<file path="config.mk">
export PLATFORM = sky130hd
export DESIGN_NAME = msi_cap_regs
export DESIGN_NICKNAME = d
export VERILOG_FILES = /design/src/rtl/msi_cap_pkg.sv /design/src/rtl/msi_ctl_reg.sv /design/src/rtl/msi_msg_reg.sv /design/src/rtl/msi_vec_bits.sv /design/src/rtl/msi_cap_regs.sv
export SDC_FILE = /design/constraint.sdc
export NUM_CORES = 1
export LEC_CHECK = 0
export BUFFER_PORTS_ARGS = -buffer_cell sky130_fd_sc_hd__buf_2
export CAP_MARGIN = 20
export CORE_MARGIN = 1
export CORE_UTILIZATION = 50
export CTS_BUF_LIST = sky130_fd_sc_hd__clkbuf_16
export CTS_CLUSTER_DIAMETER = 40
export DETAILED_ROUTE_END_ITERATION = 12
export PLACE_DENSITY = 0.89
export SETUP_SLACK_MARGIN = 0.3
export SLEW_MARGIN = 0
export SYNTH_ARGS = -nofsm -noshare
export SYNTH_HDL_FRONTEND = slang
export SYNTH_HIERARCHICAL = 1
export SYNTH_SLANG_ARGS = --single-unit
</file>
<file path="constraint.sdc">
create_clock -name clk -period 7.65 [get_ports clk]
set_clock_uncertainty 0.1 [all_clocks]
set_input_delay 1.53 -clock clk [delete_from_list [all_inputs] [get_ports clk]]
set_output_delay 1.53 -clock clk [all_outputs]
set_load 0.03 [all_outputs]
</file>
<file path="src/rtl/msi_cap_pkg.sv">
package msi_cap_pkg;

   localparam logic [7:0] MSI_CAP_ID = 8'h05;
   localparam int         MSI_VEC_W  = 32;

   // Capability length in bytes for a given option set
   function automatic int cap_len_bytes(input bit a64, input bit pvm);
      if (pvm) return a64 ? 24 : 20;
      return a64 ? 14 : 10;
   endfunction

   // Dword offset of the message data inside the capability
   function automatic int data_dw_off(input bit a64);
      return a64 ? 3 : 2;
   endfunction

   // Replace the byte lanes selected by be
   function automatic logic [31:0] lane_merge(input logic [31:0] cur,
                                              input logic [31:0] wd,
                                              input logic [3:0]  be);
      logic [31:0] r;
      r = cur;
      for (int i = 0; i < 4; i++) begin
         if (be[i]) r[8*i +: 8] = wd[8*i +: 8];
      end
      return r;
   endfunction

endpackage

</file>
<file path="src/rtl/msi_ctl_reg.sv">
module msi_ctl_reg #(
   parameter int CAP_LOG2 = 3
) (
   input  logic       clk,
   input  logic       rst_n,
   input  logic       any_wr,
   input  logic       ctl_wr,
   input  logic [7:0] ctl_byte,
   output logic       en_o,
   output logic [2:0] mme_o,
   output logic       en_next_o,
   output logic [2:0] mme_next_o
);
   localparam logic [2:0] CAP_F = 3'(CAP_LOG2);

   logic       en_q, en_w;
   logic [2:0] mme_q, mme_w;
   logic       clamp;
   logic       ctl_unused;

   assign ctl_unused = ^{ctl_byte[7], ctl_byte[3:1]};

   always_comb begin
      en_w  = ctl_wr ? ctl_byte[0]   : en_q;
      mme_w = ctl_wr ? ctl_byte[6:4] : mme_q;
      clamp = any_wr && en_w && (mme_w > CAP_F);
      en_next_o  = en_w;
      mme_next_o = clamp ? CAP_F : mme_w;
   end

   always_ff @(posedge clk) begin
      if (!rst_n) begin
         en_q  <= 1'b0;
         mme_q <= 3'd0;
      end else begin
         en_q  <= en_next_o;
         mme_q <= mme_next_o;
      end
   end

   assign en_o  = en_q;
   assign mme_o = mme_q;


   mme_clamp_chk: assert property (@(posedge clk) disable iff (!rst_n)
      en_q |-> (mme_q <= CAP_F));

endmodule

</file>
<file path="src/rtl/msi_msg_reg.sv">
module msi_msg_reg
   import msi_cap_pkg::*;
#(
   parameter bit ADDR64 = 1'b1
) (
   input  logic        clk,
   input  logic        rst_n,
   input  logic        lo_wr,
   input  logic        hi_wr,
   input  logic        data_wr,
   input  logic [3:0]  be,
   input  logic [31:0] wdata,
   output logic [63:0] addr_o,
   output logic [15:0] data_o
);
   logic [29:0] lo_q;
   logic [15:0] data_q;
   logic [31:0] lo_full, data_full;
   logic        msg_unused;

   assign lo_full   = lane_merge({lo_q, 2'b00}, wdata, be);
   assign data_full = lane_merge({16'h0000, data_q}, wdata, be);
   assign msg_unused = ^{lo_full[1:0], data_full[31:16]};

   always_ff @(posedge clk) begin
      if (!rst_n) begin
         lo_q   <= '0;
         data_q <= '0;
      end else begin
         if (lo_wr)   lo_q   <= lo_full[31:2];
         if (data_wr) data_q <= data_full[15:0];
      end
   end

   assign addr_o[31:0] = {lo_q, 2'b00};
   assign data_o       = data_q;

   generate
      if (ADDR64) begin : g_hi
         logic [31:0] hi_q;
         always_ff @(posedge clk) begin
            if (!rst_n)     hi_q <= '0;
            else if (hi_wr) hi_q <= lane_merge(hi_q, wdata, be);
         end
         assign addr_o[63:32] = hi_q;
      end else begin : g_no_hi
         logic hi_unused;
         assign hi_unused = hi_wr;
         assign addr_o[63:32] = '0;
      end
   endgenerate

endmodule

</file>
<file path="src/rtl/msi_vec_bits.sv">
module msi_vec_bits
   import msi_cap_pkg::*;
#(
   parameter bit PVM      = 1'b1,
   parameter int CAP_LOG2 = 3
) (
   input  logic        clk,
   input  logic        rst_n,
   input  logic        mask_wr,
   input  logic [3:0]  be,
   input  logic [31:0] wdata,
   input  logic        trim,
   input  logic [2:0]  mme_next,
   input  logic [31:0] pend_set,
   input  logic [31:0] pend_clr,
   output logic [31:0] mask_o,
   output logic [31:0] pend_o
);
   localparam int          NCAP     = 1 << CAP_LOG2;
   localparam logic [31:0] CAP_MASK = (NCAP >= MSI_VEC_W) ? 32'hFFFF_FFFF
                                                          : 32'((64'd1 << NCAP) - 64'd1);

   generate
      if (PVM) begin : g_pvm
         logic [31:0] mask_q, pend_q, keep, pend_n;

         always_comb begin
            for (int i = 0; i < MSI_VEC_W; i++) begin
               keep[i] = (i < (1 << int'(mme_next)));
            end
            pend_n = (pend_q | (pend_set & CAP_MASK)) & ~pend_clr;
            if (trim) pend_n = pend_n & keep;
         end

         always_ff @(posedge clk) begin
            if (!rst_n) begin
               mask_q <= '0;
               pend_q <= '0;
            end else begin
               if (mask_wr) mask_q <= lane_merge(mask_q, wdata, be) & CAP_MASK;
               pend_q <= pend_n;
            end
         end

         assign mask_o = mask_q;
         assign pend_o = pend_q;


         pend_no_gain_chk: assert property (@(posedge clk) disable iff (!rst_n)
            (pend_set == '0) |=> ((pend_q & ~$past(pend_q)) == '0));

         pend_clr_wins_chk: assert property (@(posedge clk) disable iff (!rst_n)
            (pend_clr != '0) |=> ((pend_q & $past(pend_clr)) == '0));

         pend_trim_chk: assert property (@(posedge clk) disable iff (!rst_n)
            trim |=> ((pend_q & ~$past(keep)) == '0));
      end else begin : g_no_pvm
         logic vec_unused;
         assign vec_unused = ^{clk, rst_n, mask_wr, be, wdata, trim, mme_next,
                               pend_set, pend_clr};
         assign mask_o = '0;
         assign pend_o = '0;
      end
   endgenerate

endmodule

</file>
<file path="src/rtl/msi_cap_regs.sv">
module msi_cap_regs
   import msi_cap_pkg::*;
#(
   parameter int         CFG_AW   = 10,
   parameter logic [7:0] CAP_BASE = 8'h50,
   parameter logic [7:0] NEXT_PTR = 8'h00,
   parameter bit         ADDR64   = 1'b1,
   parameter bit         PVM      = 1'b1,
   parameter int         CAP_LOG2 = 3
) (
   input  logic              clk,
   input  logic              rst_n,
   input  logic [CFG_AW-1:0] cfg_dw_addr,
   input  logic              cfg_we,
   input  logic [3:0]        cfg_be,
   input  logic [31:0]       cfg_wdata,
   output logic              cfg_hit,
   output logic [31:0]       cfg_rdata,
   input  logic [31:0]       pend_set,
   input  logic [31:0]       pend_clr,
   output logic              msi_en,
   output logic [2:0]        msi_mme,
   output logic [63:0]       msi_addr,
   output logic [15:0]       msi_data,
   output logic [31:0]       vec_mask,
   output logic [31:0]       vec_pend,
   output logic              intx_deassert
);
   localparam int BASE_DW = int'(CAP_BASE) / 4;
   localparam int LEN_B   = cap_len_bytes(ADDR64, PVM);
   localparam int NDW     = (LEN_B + 3) / 4;
   localparam int DATA_DW = data_dw_off(ADDR64);

   localparam logic [CFG_AW-1:0] BASE_A = CFG_AW'(BASE_DW);
   localparam logic [CFG_AW-1:0] NDW_A  = CFG_AW'(NDW);
   localparam logic [CFG_AW-1:0] LO_A   = CFG_AW'(1);
   localparam logic [CFG_AW-1:0] HI_A   = CFG_AW'(2);
   localparam logic [CFG_AW-1:0] DATA_A = CFG_AW'(DATA_DW);
   localparam logic [CFG_AW-1:0] MASK_A = CFG_AW'(DATA_DW + 1);
   localparam logic [CFG_AW-1:0] PEND_A = CFG_AW'(DATA_DW + 2);
   localparam logic [2:0]        CAP_F  = 3'(CAP_LOG2);

   generate
      if (CAP_LOG2 < 0 || CAP_LOG2 > 5) begin : g_bad_cap
         $error("CAP_LOG2 must lie in 0..5");
      end
      if ((CAP_BASE % 4) != 0) begin : g_bad_base
         $error("CAP_BASE must be dword aligned");
      end
      if (BASE_DW + NDW > (1 << CFG_AW)) begin : g_bad_fit
         $error("capability does not fit the configuration space");
      end
   endgenerate

   logic [CFG_AW-1:0] rel;
   logic              wr;
   logic              en_next;
   logic [2:0]        mme_next;
   logic              intx_q;
   logic [15:0]       ctrl;

   assign rel     = cfg_dw_addr - BASE_A;
   assign cfg_hit = (cfg_dw_addr >= BASE_A) && (rel < NDW_A);
   assign wr      = cfg_we && cfg_hit;

   msi_ctl_reg #(.CAP_LOG2(CAP_LOG2)) u_ctl (
      .clk       (clk),
      .rst_n     (rst_n),
      .any_wr    (wr),
      .ctl_wr    (wr && (rel == '0) && cfg_be[2]),
      .ctl_byte  (cfg_wdata[23:16]),
      .en_o      (msi_en),
      .mme_o     (msi_mme),
      .en_next_o (en_next),
      .mme_next_o(mme_next)
   );

   msi_msg_reg #(.ADDR64(ADDR64)) u_msg (
      .clk    (clk),
      .rst_n  (rst_n),
      .lo_wr  (wr && (rel == LO_A)),
      .hi_wr  (ADDR64 && wr && (rel == HI_A)),
      .data_wr(wr && (rel == DATA_A)),
      .be     (cfg_be),
      .wdata  (cfg_wdata),
      .addr_o (msi_addr),
      .data_o (msi_data)
   );

   msi_vec_bits #(.PVM(PVM), .CAP_LOG2(CAP_LOG2)) u_vec (
      .clk     (clk),
      .rst_n   (rst_n),
      .mask_wr (wr && (rel == MASK_A)),
      .be      (cfg_be),
      .wdata   (cfg_wdata),
      .trim    (wr && en_next),
      .mme_next(mme_next),
      .pend_set(pend_set),
      .pend_clr(pend_clr),
      .mask_o  (vec_mask),
      .pend_o  (vec_pend)
   );

   always_ff @(posedge clk) begin
      if (!rst_n) intx_q <= 1'b0;
      else        intx_q <= wr && en_next;
   end
   assign intx_deassert = intx_q;

   assign ctrl = {7'b0, PVM, ADDR64, msi_mme, CAP_F, msi_en};

   always_comb begin
      cfg_rdata = '0;
      if (cfg_hit) begin
         if (rel == '0)                  cfg_rdata = {ctrl, NEXT_PTR, MSI_CAP_ID};
         else if (rel == LO_A)           cfg_rdata = msi_addr[31:0];
         else if (ADDR64 && rel == HI_A) cfg_rdata = msi_addr[63:32];
         else if (rel == DATA_A)         cfg_rdata = {16'h0000, msi_data};
         else if (PVM && rel == MASK_A)  cfg_rdata = vec_mask;
         else if (PVM && rel == PEND_A)  cfg_rdata = vec_pend;
      end
   end


   intx_pulse_chk: assert property (@(posedge clk) disable iff (!rst_n)
      intx_deassert |-> ($past(cfg_we && cfg_hit) && msi_en));

   rdata_outside_chk: assert property (@(posedge clk) disable iff (!rst_n)
      !cfg_hit |-> (cfg_rdata == '0));

endmodule

</file>
==> metrics.cfg, run 1 <==
[run_status]
outcome=complete, no violations

[hold_path]
hold_path_depth=2
min_path_type=reg2reg

[cells_and_area]
nFillCells=1136
synthToLayoutAreaGrowth_pct=23.7
drive_gt1_share_pct=34.5
final_area_mm2=0.00836
fin_nets=1092

[route]
ant_nets=0
drtPass1Iterations=5
drc_errors=0
vias=6879
detail_route.vias_per_cell=5.89
wl_per_cell_um=19.9
drtIter0Drc=736
wl_um=23200

[clock_tree]
cts_hold_buf=0
clkSinkCount=123
path_clk_slew_ps=60
cts_resized=0
cts_setup_buffers=0
h-tree-depth=4
cts.path.max_buffers=2
root_buffer=clkbuf_16
clk_latency_ps=410
cts_buffers=17
cts_tree=done

[synth]
synth_top_cell_area_share_pct=36.5
ys_seq_area_share_pct=36.5
synth_edf_count=0
postSynth.asyncResetShare_pct=0
synth_xor_area_share_pct=0
yosys_most_used_dff=dfxtp_1
yosys-top-cells-area=dfxtp_1 (36%), mux2i_1 (9.5%), nand2_1 (6.9%), buf_4 (4.1%), nand4_1 (3.5%)
yosys.area_share.adder_pct=0.556
yosys.area_share.simple_pct=23.7
synth_top_family_by_area=simple AND/OR/NAND/NOR gates
synth_top_area_cell=dfxtp_1
synthCells=776
synth.area.mux_share_pct=11.9
yosysMostFrequentCell=nand2_1
synth_compound_area_share_pct=17.4
ys_ff_latch=123
syn_area_mm2=0.00676
ys_top_cells_by_count=nand2_1 (124), dfxtp_1 (123), mux2i_1 (64)
ys_types=56
yosysWarnings=6
synth_area_per_cell_um2=8.71

[timing]
max_slew.worst_pin.slew_ps=1120
setup_tns_ps=0
period_needed_ps=5790
rsz0062_at_grt=false
fin_crit_sh_pct=75.6
fmax_mhz=173
finalSetupViolCount=0
finalMaxSlewViolations=0
finalHoldViolCount=0
setup_slack_ps=1860
slew_headroom_pct=25.6

[placed_design]
place_area_mm2=0.00777
gp_congestion=0.846
portBuffers=244
hpwl_um=16200
place_ws_ps=1900

[floorplanning]
die_area_mm2=0.0140
die_y_um=118
design.core.area_mm2=0.0132
die_w_um=118
rows=42
start_util_pct=51.2
ios=295

[global_route]
first_global_vias=6444
grtUsageTotal_pct=32.0
grt_pass1_wl_um=34500
grt_overflow=0
grt_max_degree=86
grt_antenna_before_repair=4

[worst_setup_path]
path_class=in2out
arrival_ps=4160
crit_required_ps=6020
reg2reg_depth=6
worstSetupStartpointType=primary input
cp_max_fo=29
critPathCaptureType=output port

[job]
maxCapViolCount=0

[power]
powerDensity_mw_per_mm2=191
p_leak_uw=0.00386
irDropWorstVdd_mv=0.112

## area by class of cell
type	instances	area [um2]	share of cell area, %
antenna	2	5.00	0.0599
clock buffer	17	425	5.09
clock inverter	15	159	1.90
inverter	6	25.0	0.299
multi-input combinational	572	3730	44.7
sequential	123	2460	29.5
tap	176	220	2.63
timing repair buffer	256	1330	15.9
## critical path, cell delays in order
cell     delay, ps
buf_2          130
inv_1           80
ha_1           150
buf_4          350
nor2b_2        960
a22oi_1        220
a22o_1         220
nor3_1         240
buf_2          260
## path summary, 6_finish.rpt
kind	startpoint	end	slack, ps
setup / recovery	cfg_dw_addr[3]	cfg_rdata[23]	1860
hold / removal	u_msg/g_hi.hi_q[22]$_SDFFE_PN0P_	u_msg/g_hi.hi_q[22]$_SDFFE_PN0P_	360
setup reg to reg	u_ctl/en_o$_SDFF_PN0_	u_vec/pend_o[7]$_SDFF_PN0_	5680
hold reg to reg	u_msg/g_hi.hi_q[22]$_SDFFE_PN0P_	u_msg/g_hi.hi_q[22]$_SDFFE_PN0P_	360
## stage by stage
step	utilization [%]	power (uW)	std cells	hold WS, ps
after floorplan	-	768	800	480
after global placement	58.9	804	1133	350
after detailed placement	58.9	806	1133	354
after CTS	63.3	1600	1165	362
after global routing	63.4	1640	1167	379
final	63.4	1600	1167	363
## kinds of logic (layout without fill, tap and decap cells)
group | Yosys count | after routing
buffers and inverters | 105 | 294
AND/OR/NAND/NOR | 295 | 295
flip-flops | 123 | 123
AO/OA/AOI/OAI | 170 | 170
adder cells (fa/ha/maj) | 3 | 3
other | 2 | 28
multiplexers | 78 | 78
## placed cells by master, fill, tap and decap left out, drive strengths merged, types with 4 or more instances in the layout
cell type	n
and2	9
a22o	4
conb	26
nor2b	4
nor3	27
mux2	14
clkbuf	17
o21ai	45
nand3b	21
o22ai	4
buf	256
nor4b	9
a21bo	8
a2111oi	6
nor3b	4
clkinv	7
a211oi	14
a31oi	8
a22oi	4
nand4	38
o2bb2ai	8
nand2	130
mux2i	64
a21o	13
inv	8
o2111ai	13
a21oi	40
nor2	13
nand2b	5
nand3	27
dfxtp	123
## routing by layer
metal	vias up	share of wire, %	track usage (%)
met5	-	0.056	0
met4	2	4.3	17.9
met3	54	9.4	8.54
met2	419	49	56.2
met1	3240	37	34.7
li1	3164	-	-
## power breakdown
| group | internal, uW | switching (uW) |
|---|---|---|
| sequential | 643 | 1.81 |
| clock | 505 | 296 |
| combinational | 44.7 | 107 |
| total | 1190 | 404 |
## flip-flops by register name, indices dropped and copies added (netlist names)
signal           count
u_msg/g_hi.hi_q     32
intx_deassert        1
u_vec/mask_o         8
u_vec/pend_o        32
u_ctl/en_o           1
u_msg/lo_q          30
u_msg/data_o        16
u_ctl/mme_o          3
Note: power is estimated with default switching activity, not from simulation.
==> inputs of run 2 (changes only) <==
CORE_UTILIZATION = 44   (was 50)
PLACE_DENSITY = 0.83   (was 0.89)
clock period = 5.25 ns   (was 7.65 ns; I/O delays follow)
==> metrics.cfg, run 2 (same netlist as run 1, synthesis figures left out) <==
[route]
drtIter0Drc=646
vias=6808
wl_met3_um=2110
wl_um=23700
ant_nets=0
drtPass1Iterations=5
detail_route.vias_per_cell=5.75
highest_layer=met5
wl_per_cell_um=20.1
m1WireLength_um=8970
wl_met2_um=11800
drc_errors=0

[floorplanning]
die_y_um=126
die_w_um=126
die_area_mm2=0.0159
design.core.area_mm2=0.0148
rows=44
ios=295
start_util_pct=45.8

[job]
maxCapViolCount=0

[worst_setup_path]
critPathCaptureType=output port
crit_required_ps=4100
worstSetupStartpointType=primary input
path_class=in2out
reg2reg_setup_slack_ps=3190
cp_max_fo=19
arrival_ps=3400

[cells_and_area]
multiInputGateArea_mm2=0.00373
nFillCells=1361
final_area_mm2=0.00838
final_common_cell=buf_2
synthToLayoutAreaGrowth_pct=24.0
drive_gt1_share_pct=35.2
fin_nets=1101
register_area_mm2=0.00246
final_cell_mix=buf_2 (242), nand2_1 (124), dfxtp_1 (123)

[timing]
fmax_mhz=220
finalHoldViolCount=0
max_slew.worst_pin.slew_ps=1110
slew_headroom_pct=26.1
finalMaxSlewViolations=0
setup_tns_ps=0
period_needed_ps=4550
finalSetupViolCount=0
fin_crit_sh_pct=86.7
rsz0062_at_grt=false

[clock_tree]
cts_resized=0
cts_tree=done
clk_latency_ps=410
cts_hold_buf=0
cts_buffers=17
clkSinkCount=123
h-tree-depth=4
cts.path.max_buffers=2
root_buffer=clkbuf_16
cts_setup_buffers=0
path_clk_slew_ps=50

[placed_design]
gp_congestion=0.873
place_area_mm2=0.00783
hpwl_um=17000
portBuffers=244

[global_route]
grt_antenna_before_repair=4
grt_overflow=0
grt_pass1_wl_um=35900
first_global_vias=6626
grtUsageTotal_pct=29.3
grt_max_degree=108

[run_status]
outcome=complete, no violations

[power]
p_leak_uw=0.00388
irDropWorstVdd_mv=0.206
powerDensity_mw_per_mm2=267

[hold_path]
min_path_type=reg2reg

run 2: cell types whose count changed in the layout (fill, tap and decap cells not counted):
| cell | delta |
|---|---|
| inv_1 | +1 |
| clkinv_2 | +2 |
| bufinv_16 | -2 |
| clkinvlp_4 | +1 |
| buf_12 | -1 |
| clkinv_1 | -2 |
| buf_4 | +10 |
run 2: worst max-delay path: stages:
cell and delay, ps:
buf_2 120, inv_1 70, ha_1 210, nand2b_1 200, o31ai_2 280, nand3_2 450
buf_4 400, a211oi_1 340, buf_2 280
run 2: final cells by class:
class | count | area share, %
antenna | 2 | 0.0597
clock buffer | 17 | 5.08
clock inverter | 15 | 1.34
inverter | 6 | 0.299
multi-input combinational | 572 | 44.6
sequential | 123 | 29.4
tap | 184 | 2.75
timing repair buffer | 265 | 16.5
run 2: through the flow:
step	hold WS, ps	worst slack, ps	util, %	std cells	total power, uW
4_1_cts	369	691	56.7	1182	2240
3_3_place_gp	354	661	53.1	1150	1180
2_1_floorplan	480	1090	-	800	1120
6_report	371	696	56.8	1184	2240
5_1_grt	395	566	56.8	1184	2300
3_5_place_dp	361	661	53.1	1150	1180
run 2: final timing paths:
check	start	endpoint	depth (start not counted)
max	cfg_dw_addr[2]	cfg_rdata[10]	9
min	u_msg/g_hi.hi_q[29]$_SDFFE_PN0P_	u_msg/g_hi.hi_q[29]$_SDFFE_PN0P_	2
max reg2reg	u_ctl/en_o$_SDFF_PN0_	u_vec/pend_o[4]$_SDFF_PN0_	5
min reg2reg	u_msg/g_hi.hi_q[29]$_SDFFE_PN0P_	u_msg/g_hi.hi_q[29]$_SDFFE_PN0P_	2
run 2: per-layer routing:
layer | up-vias | track usage [%]
met3 | 52 | 8.88
met2 | 366 | 52.7
met5 | - | 0
met1 | 3208 | 31.2
met4 | 2 | 14.2
li1 | 3180 | -
run 2: where the power goes:
| group | switching, uW | internal (uW) | total (uW) |
|---|---|---|---|
| Clock | 432 | 639 | 1070 |
| Sequential | 2.65 | 937 | 939 |
| Combinational | 158 | 67.6 | 225 |
| Total | 592 | 1640 | 2240 |
==> inputs of run 3 (changes only) <==
CTS_BUF_LIST = unset   (was sky130_fd_sc_hd__clkbuf_16)
==> metrics.cfg, run 3 (same netlist as run 1, synthesis figures left out) <==
[route]
drtPass1Iterations=5
vias=6838
wl_um=23800
drc_errors=0
ant_nets=0
wl_per_cell_um=20.1
drtIter0Drc=630
detail_route.vias_per_cell=5.78

[cells_and_area]
final_cell_mix=buf_2 (242), nand2_1 (124), dfxtp_1 (123)
fin_nets=1101
final_area_mm2=0.00839
synthToLayoutAreaGrowth_pct=24.2
nFillCells=1356
final_common_cell=buf_2
drive_gt1_share_pct=35.3

[worst_setup_path]
path_buf_inv=4
cp_top_family=buffers and inverters
slowest_delay_ps=440
worstSetupStartpointType=primary input
arrival_ps=3400
slowest_stage=nand3_2
path_class=in2out
critPathCaptureType=output port
crit_chain=buf_2 -> inv_1 -> ha_1 -> nand2b_1 -> o31ai_2 -> nand3_2 -> buf_4 -> a211oi_1 -> buf_2
crit_path_frequent_cell=buf_2
cp_max_fo=19
crit_required_ps=4100

[floorplanning]
die_y_um=126
die_w_um=126
die_area_mm2=0.0159
rows=44
ios=295
start_util_pct=45.8
design.core.area_mm2=0.0148

[clock_tree]
clk_latency_ps=410
cts_hold_buf=0
cts_resized=0
cts_setup_buffers=0
clkSinkCount=123
h-tree-depth=4
cts_tree=done
cts_buffers=17
path_clk_slew_ps=50
root_buffer=clkbuf_16
cts.path.max_buffers=2

[timing]
finalSetupViolCount=0
finalMaxSlewViolations=0
period_needed_ps=4550
fmax_mhz=220
finalHoldViolCount=0
rsz0062_at_grt=false
fin_crit_sh_pct=86.6
slew_headroom_pct=25.7
setup_tns_ps=0
max_slew.worst_pin.slew_ps=1110

[job]
maxCapViolCount=0

[global_route]
grt_overflow=0
grt_antenna_before_repair=4
grt_max_degree=108
grtUsageTotal_pct=29.4
grt_pass1_wl_um=35900
grtUsageMet3_pct=8.84
grt.met2_usage_pct=53.0
grt_use_met1_pct=31.2
first_global_vias=6622
grt_busiest_layer=met2

[power]
irDropWorstVdd_mv=0.205
powerDensity_mw_per_mm2=269
p_leak_uw=0.00387

[run_status]
outcome=complete, no violations

[placed_design]
place_area_mm2=0.00783
portBuffers=244
gp_congestion=0.873
hpwl_um=17000

[hold_path]
min_path_type=reg2reg

[run 3: path summary, 6_finish.rpt]
| check | startpoint | endpoint | slack, ps | depth (start not counted) |
|---|---|---|---|---|
| max | cfg_dw_addr[2] | cfg_rdata[10] | 700 | 9 |
| min | u_msg/g_hi.hi_q[29]$_SDFFE_PN0P_ | u_msg/g_hi.hi_q[29]$_SDFFE_PN0P_ | 370 | 2 |
| max reg2reg | u_ctl/en_o$_SDFF_PN0_ | u_vec/pend_o[4]$_SDFF_PN0_ | 3190 | 5 |
| min reg2reg | u_msg/g_hi.hi_q[29]$_SDFFE_PN0P_ | u_msg/g_hi.hi_q[29]$_SDFFE_PN0P_ | 370 | 2 |
[run 3: through the flow]
step | std cells | utilization [%] | hold slack, ps | total power (uW) | worst slack (ps)
floorplan | 800 | - | 480 | 1120 | 1090
global placement | 1150 | 53.1 | 354 | 1180 | 661
detailed placement | 1150 | 53.1 | 361 | 1180 | 661
CTS | 1182 | 56.8 | 369 | 2260 | 691
global route | 1184 | 56.8 | 395 | 2320 | 566
finish | 1184 | 56.8 | 373 | 2260 | 702
[run 3: layout make-up]
class | instances | area, um2 | area share (%)
Clock buffer | 21 | 450 | 5.37
Tap cell | 184 | 230 | 2.75
Multi-Input combinational cell | 572 | 3730 | 44.5
Antenna cell | 2 | 5.00 | 0.0597
Inverter | 6 | 25.0 | 0.298
Timing Repair Buffer | 265 | 1380 | 16.5
Sequential cell | 123 | 2460 | 29.4
Clock inverter | 11 | 97.6 | 1.16
[run 3: per-layer routing]
| layer | part of all wire [%] | wire, um |
|---|---|---|
| met1 | 38 | 8930 |
| met3 | 9.2 | 2180 |
| met4 | 3.4 | 807 |
| met5 | 0.067 | 16 |
| met2 | 50 | 11800 |
[run 3: power breakdown]
group | switching (uW) | internal [uW] | leakage, uW
clock | 433 | 660 | 0.000259
combinational | 157 | 67.6 | 0.00262
sequential | 2.64 | 937 | 0.000992
[run 3: tightest hold or removal path: stages, from the launching register on]
cell and delay [ps]:
dfxtp_1 320, nand2_1 60, o21ai_1 50
